<file path="src/rtl/tree_deser_pkg.sv">
package tree_deser_pkg;
   // Phase (mod 2^k) on which a level-k splitter latches its first-half element.
   function automatic int hold_phase(input int k);
      return ((1 << (k - 1)) + k - 2) % (1 << k);
   endfunction

   // Phase (mod 2^k) on which a level-k splitter presents both halves together.
   function automatic int load_phase(input int k);
      return ((1 << k) + k - 2) % (1 << k);
   endfunction
endpackage

</file>
<file path="src/rtl/tree_deser_divchain.sv">
module tree_deser_divchain #(
   parameter int STAGES = 4
) (
   input  logic              clk,
   input  logic              rst_n,
   output logic [STAGES-1:0] phase
);
   logic [STAGES-1:0] carry;

   for (genvar i = 0; i < STAGES; i++) begin : g_stage
      if (i == 0) begin : g_first
         assign carry[i] = 1'b1;
      end else begin : g_next
         assign carry[i] = carry[i-1] & phase[i-1];
      end

      always_ff @(posedge clk or negedge rst_n) begin
         if (!rst_n)        phase[i] <= 1'b0;
         else if (carry[i]) phase[i] <= ~phase[i];
      end
   end


   wrap_chk: assert property (@(posedge clk) disable iff (!rst_n)
      (phase == '1) |=> (phase == '0));


   top_toggle_chk: assert property (@(posedge clk) disable iff (!rst_n)
      $changed(phase[STAGES-1]) |-> ($past(phase[STAGES-2:0]) == '1));
endmodule

</file>
<file path="src/rtl/tree_deser_split.sv">
module tree_deser_split (
   input  logic       clk,
   input  logic       rst_n,
   input  logic       hold_en,
   input  logic       load_en,
   input  logic       din,
   output logic [1:0] dout
);
   logic first_q;

   always_ff @(posedge clk or negedge rst_n) begin
      if (!rst_n) begin
         first_q <= 1'b0;
         dout    <= 2'b00;
      end else begin
         if (hold_en) first_q <= din;
         if (load_en) dout    <= {din, first_q};
      end
   end


   node_quiet_chk: assert property (@(posedge clk) disable iff (!rst_n)
      !load_en |=> $stable(dout));


   en_excl_chk: assert property (@(posedge clk) disable iff (!rst_n)
      !(hold_en && load_en));
endmodule

</file>
<file path="src/rtl/tree_deser_order.sv">
module tree_deser_order #(
   parameter int W = 16
) (
   input  logic         sel,
   input  logic [W-1:0] lanes,
   output logic [W-1:0] word
);
   for (genvar i = 0; i < W; i++) begin : g_bit
      assign word[i] = sel ? lanes[W-1-i] : lanes[i];
   end
endmodule

</file>
<file path="src/rtl/tree_deser.sv">
module tree_deser #(
   parameter int W = 16
) (
   input  logic         clk,
   input  logic         rst_n,
   input  logic         sdin,
   input  logic         order_sel,
   output logic [W-1:0] word_q,
   output logic         word_clk
);
   localparam int L      = $clog2(W);
   localparam int BUS_W  = 2 * W - 2;
   localparam int LOAD_L = tree_deser_pkg::load_phase(L);

   if (W < 4 || (W & (W - 1)) != 0) begin : g_bad_w
      $error("tree_deser: W must be a power of two and at least 4");
   end

   logic [L-1:0]     phase;
   logic [BUS_W-1:0] tree_bus;
   logic [W-1:0]     lanes;

   tree_deser_divchain #(.STAGES(L)) u_div (
      .clk   (clk),
      .rst_n (rst_n),
      .phase (phase)
   );

   // Level k occupies tree_bus[2^(k+1)-3 : 2^k-2]; element index = bit position mod 2^k.
   for (genvar k = 1; k <= L; k++) begin : g_lvl
      localparam int HP   = tree_deser_pkg::hold_phase(k);
      localparam int LP   = tree_deser_pkg::load_phase(k);
      localparam int OFF  = (1 << k) - 2;
      localparam int PREV = (1 << (k - 1)) - 2;
      localparam int HALF = 1 << (k - 1);

      logic hold_en;
      logic load_en;
      assign hold_en = (phase[k-1:0] == HP[k-1:0]);
      assign load_en = (phase[k-1:0] == LP[k-1:0]);

      for (genvar j = 0; j < HALF; j++) begin : g_node
         logic node_in;
         if (k == 1) begin : g_src_ser
            assign node_in = sdin;
         end else begin : g_src_tree
            assign node_in = tree_bus[PREV+j];
         end

         tree_deser_split u_split (
            .clk     (clk),
            .rst_n   (rst_n),
            .hold_en (hold_en),
            .load_en (load_en),
            .din     (node_in),
            .dout    ({tree_bus[OFF+j+HALF], tree_bus[OFF+j]})
         );
      end
   end

   assign lanes    = tree_bus[BUS_W-1 -: W];
   assign word_clk = phase[L-1];

   tree_deser_order #(.W(W)) u_order (
      .sel   (order_sel),
      .lanes (lanes),
      .word  (word_q)
   );

   function automatic logic [W-1:0] flip(input logic [W-1:0] v);
      logic [W-1:0] r;
      for (int i = 0; i < W; i++) r[i] = v[W-1-i];
      return r;
   endfunction


   word_upd_chk: assert property (@(posedge clk) disable iff (!rst_n)
      $changed(lanes) |-> ($past(phase) == LOAD_L[L-1:0]));


   reset_clear_chk: assert property (@(posedge clk) disable iff (!rst_n)
      $rose(rst_n) |-> ((word_q == '0) && !word_clk));


   order_swap_chk: assert property (@(posedge clk) disable iff (!rst_n)
      ($changed(order_sel) && $stable(lanes)) |-> (word_q == flip($past(word_q))));
endmodule

</file>
<file path="config.mk">
export PLATFORM = sky130hd
export DESIGN_NAME = tree_deser
export DESIGN_NICKNAME = d
export VERILOG_FILES = /design/src/rtl/tree_deser_pkg.sv /design/src/rtl/tree_deser_divchain.sv /design/src/rtl/tree_deser_split.sv /design/src/rtl/tree_deser_order.sv /design/src/rtl/tree_deser.sv
export SDC_FILE = /design/constraint.sdc
export NUM_CORES = 1
export LEC_CHECK = 0
export BUFFER_PORTS_ARGS = -buffer_cell sky130_fd_sc_hd__buf_2
export CAP_MARGIN = 30
export CORE_ASPECT_RATIO = 1.1
export CORE_MARGIN = 1
export CORE_UTILIZATION = 50
export CTS_CLUSTER_DIAMETER = 120
export DETAILED_ROUTE_END_ITERATION = 8
export HOLD_SLACK_MARGIN = 0.03
export PLACE_DENSITY = 0.77
export RECOVER_POWER = 100
export SETUP_SLACK_MARGIN = 0.05
export SYNTH_ARGS = -nofsm -noshare
export SYNTH_HDL_FRONTEND = slang
export SYNTH_HIERARCHICAL = 1
export SYNTH_SLANG_ARGS = --single-unit
export TNS_END_PERCENT = 10
</file>
<file path="constraint.sdc">
create_clock -name clk -period 5.3 [get_ports clk]
set_input_delay 1.06 -clock clk [delete_from_list [all_inputs] [get_ports clk]]
set_output_delay 1.06 -clock clk [all_outputs]
set_load 0.01 [all_outputs]
</file>
# Word level (Yosys, flattened, before mapping)
# Cells that the tools add are included.
totals:
  register_bits: 49
  latch_bits: 0
  ramBits: 0
  rom_bits: 0
  input_bits: 4
  output_inout_bits: 17
  elab_cells: 62
  n_memories: 0
op_classes:
  n_addsub: 0
  mul: 0
  div: 0
  n_lt_le_gt_ge: 0
  eq_ne: 5
  shifts: 0
  n_mux: 16
  n_bitwise: 6
  n_reduce_logical: 1
ops:
  columns: ["operator", "count"]
  rows:
  - ["1-bit 2-to-1 mux", 16]
  - ["4-bit by 2-bit equality test with 1-bit output, second input constant", 1]
  - ["4-bit equality test, second input constant", 1]
  - ["1-bit inverter", 4]
  - ["3-bit by 1-bit equality test with 1-bit output, second input constant", 1]
  - ["3-bit equality test, second input constant", 1]
  - ["1-bit AND", 2]
  - ["2-bit equality test, second input constant", 1]
  - ["2-bit logical NOT", 1]

# Depth between registers and ports, before layout
logic_depth:
  depth_word: 2
  mapped_depth: 3
  depth_no_buf: 2

# Hierarchy
# Netlist, hierarchy kept.
modules_own_cells:
  columns: ["module", "instances", "cells_each", "area_each_um2", "seq_area_each_um2"]
  rows:
  - ["tree_deser_split", 15, 6, 108.9, 75.1]
  - ["tree_deser_order", 1, 18, 249.0, 0.0]
  - ["tree_deser_divchain", 1, 11, 146.4, 100.1]
  - ["tree_deser", 1, 7, 61.3, 0.0]

# Worst setup path before layout
# OpenSTA, ideal clock, no wires.
synth_timing:
  kind: "input-to-output"
  startpoint: "input port order_sel"
  endpoint: "output port word_q[0]"
  arrival_ps: 1622
  t_required_ps: 4240
  slack_ps: 2618
  stages: 3
  n_path_buf: 2
  cell_sequence: "buf_6 > buf_12 > mux2_4"
synth_between:
  elab_chain_cells: 1
synth_lines:
  columns: ["item", "line", "source"]
  rows:
  - ["start, declared", "tree_deser.sv:7", "input logic order_sel,"]
  - ["1-bit 2-to-1 mux", "tree_deser_order.sv:9", "assign word[i] = sel ? lanes[W-1-i] : lanes[i];"]
  - ["end, declared", "tree_deser.sv:8", "output logic [W-1:0] word_q,"]
# Every way passes these cells.

# Worst setup path after layout
layout_timing:
  startpoint: "input port order_sel"
  endpoint: "output port word_q[14]"
# The elaborated chain is that of the path after synthesis.

==> reports/results.txt <==
status: finished, violations left
failing checks: max-capacitance violations, max-slew violations
clock-pin slew on the worst setup and hold paths: 0.07 ns
worst r2r src: u_div/phase[0]$_DFF_PN0_
Peak VDD IR: 0.223 mV
later-pin clock latency in the skew report: 0.30 ns
final period utilization: 63.3%
GRT Total Usage: 16.3%
WP data required: 4.24 ns
Max-Cap Viols: 1
Yosys reg bits: 49
Clock Path Buffers: 2
Nets: 157
Fill cells: 348
Reg-to-Reg End: g_lvl[4].g_node[3].u_split/dout[1]$_DFFE_PN0P_
Worst EP arrival: 2.29 ns
Worst-Margin Slew: 2.02 ns
setup slack, reg-to-reg: 3.19 ns
Antenna Violating Nets Remaining: 0
P_sw: 0.150 mW
final worst path period need: 3.35 ns
GP Congestion: 0.719
worst r2r path cells: 3
syn avg cell area: 16.6 um2
Crit Path Class: input pin to primary output
Post-Route WL: 3230 um
Post-Synthesis Cells: 126
Synth Net Count: 130
pin count of the biggest net entering global routing: 40
max-slew violations: 40
Initial Util: 52.3%
I/O Buffers: 20
Critical Path Fanout Max: 16
Rows: 24
sw frac: 21.3%
area leader, netlist: dfrtp_1
Int Pwr: 0.554 mW
core region area: 3990 um2
Pwr Total: 0.705 mW
DIE WIDTH: 63.6 um
Layout area overhead: 9.04%
register area share after synthesis: 58.7%
hold buffer count at CTS: 0
Die Area: 4440 um2
Yosys Warn Count: 6
diodes inserted: 0
pwr/cell area: 309 nW/um2
top-count cell post-synth: mux2_2
post_cts resized: 0
EDFF count, synth: 0
Peak Freq: 0.298 GHz
Ports: 21
final-report setup violation count: 0
first drt pass iteration count: 2
Worst slew margin: -35.0%
CTS H-tree depth: 2
share of layout cells above drive strength 1: 47.1%
unrepaired setup endpoints after global routing: no
synth cell count leaders: 51 x mux2_2, 49 x dfrtp_1, 10 x mux2_4, 2 x inv_1, 2 x xnor2_1
startpoint type of the worst setup path: input pin
Root Driver: clkbuf_8
Post-synth ARST share: 100%
top-area cell type share of the netlist area: 58.7%
Iteration-0 DRC Markers: 36
Routed wire per std cell: 15.7 um
via/cell ratio: 5.33
number of remaining DRC errors: 0
final hold slack: 0.505 ns
total gr overflow: 0
final instance area: 2280 um2
postcts setup bufs: 0
Fin Setup TNS: 0 ns
combinational group share of total power: 7.2%
Hold Crit Class: flip-flop to flip-flop
clk sink count: 49
Critical Path Source: order_sel
Clock Power Share: 35.6%
hpwl dp: 2260 um
CTS tree: done
DIE HEIGHT: 69.8 um
Placed Area: 2250 um2
Worst Setup End Kind: primary output
DR vias: 1093
ys flop type: dfrtp_1
vias in the first global route: 1171
leakage: 0.977 nW
mapped cell area: 2090 um2
Inserted Clock Buffers: 5
first-pass GRT wire length: 5490 um
top cells by area, synth: dfrtp_1 59%, mux2_2 27%, mux2_4 7.2%, buf_12 0.96%, xnor2_1 0.84%
clk_skew: 0.00981 ns
Yosys cell types: 17
post-layout util: 57.0%
initial antenna violation count: 0
Worst Setup EP: word_q[14]
Final Hold Fails: 0
part of the power in registers: 57.2%
==> worst max-delay path, stage by stage <==
cell and delay [ns]:
clkbuf_1 0.67, mux2_1 0.41, buf_2 0.15
==> flip-flops by register name (all words and copies together), names as in the netlist <==
signal,cells
u_div/phase,4
g_lvl.g_node.u_split/dout,30
g_lvl.g_node.u_split/first_q,15
==> power groups by stage <==
| stage | Sequential [mW] | Combinational [mW] | Clock, mW |
|---|---|---|---|
| floorplan | 0.406 | 0.0396 | 0 |
| finish | 0.403 | 0.0506 | 0.251 |
| global placement | 0.409 | 0.0546 | 0 |
| CTS | 0.403 | 0.0591 | 0.260 |
| global route | 0.405 | 0.0556 | 0.274 |
| detailed placement | 0.411 | 0.0590 | 0 |
==> per-stage QoR <==
stage	instances	worst slack, ns
detailed placement	198	2.26
global route	205	1.78
CTS	205	2.25
floorplan	126	2.62
finish	205	1.95
global placement	196	2.30
==> metal layers <==
layer	part of all wire (%)	up-vias	track usage [%]
met5	0	-	0
met4	1.6	0	6.82
met2	52	16	28.5
met1	43	569	18.5
li1	-	502	-
met3	2.7	6	4.61
==> cells in the final DEF (no fill, tap or decap) <==
cell type	instances
nor3b_1	1
xnor2_1	2
mux2_2	52
buf_2	11
mux2_1	8
dfrtp_1	49
mux2_4	1
and3b_1	1
nor2_1	1
nor4b_1	1
nand2_1	1
inv_1	2
and2b_2	1
nand3_1	1
clkbuf_8	5
clkbuf_1	12
xor2_1	1
clkinv_2	1
bufinv_16	1
and4bb_1	1
==> logic make-up (layout without fill, tap and decap cells) <==
family	count (synthesis)	after routing	synth area share, %
multiplexers	61	61	34.7
AND/OR/NAND/NOR	8	8	3.17
buffers and inverters	5	32	2.22
XOR/XNOR	3	3	1.26
flip-flops	49	49	58.7
==> worst min-delay path by stage <==
| stage | startpoint | end | cells after the start |
|---|---|---|---|
| global placement | g_lvl[4].g_node[6].u_split/first_q$_DFFE_PN0P_ | g_lvl[4].g_node[6].u_split/dout[0]$_DFFE_PN0P_ | 1 |
| global route | g_lvl[3].g_node[3].u_split/first_q$_DFFE_PN0P_ | g_lvl[3].g_node[3].u_split/first_q$_DFFE_PN0P_ | 1 |
| CTS | g_lvl[2].g_node[0].u_split/first_q$_DFFE_PN0P_ | g_lvl[2].g_node[0].u_split/dout[0]$_DFFE_PN0P_ | 1 |
| detailed placement | g_lvl[3].g_node[1].u_split/first_q$_DFFE_PN0P_ | g_lvl[3].g_node[1].u_split/first_q$_DFFE_PN0P_ | 1 |
| floorplan | u_div/phase[0]$_DFF_PN0_ | u_div/phase[0]$_DFF_PN0_ | 1 |
| finish | g_lvl[3].g_node[3].u_split/first_q$_DFFE_PN0P_ | g_lvl[3].g_node[3].u_split/dout[0]$_DFFE_PN0P_ | 1 |
==> final cells by class <==
class	instances	area, um2	share of cell area [%]
repair buffers	23	100	4.39
multi-input cells	72	776	34.0
clock buffers	5	68.8	3.02
flip-flops and latches	49	1230	53.8
well taps	52	65.1	2.86
clock inverters	2	35.0	1.54
inverters	2	7.51	0.329
(Power assumes the default switching activity.)
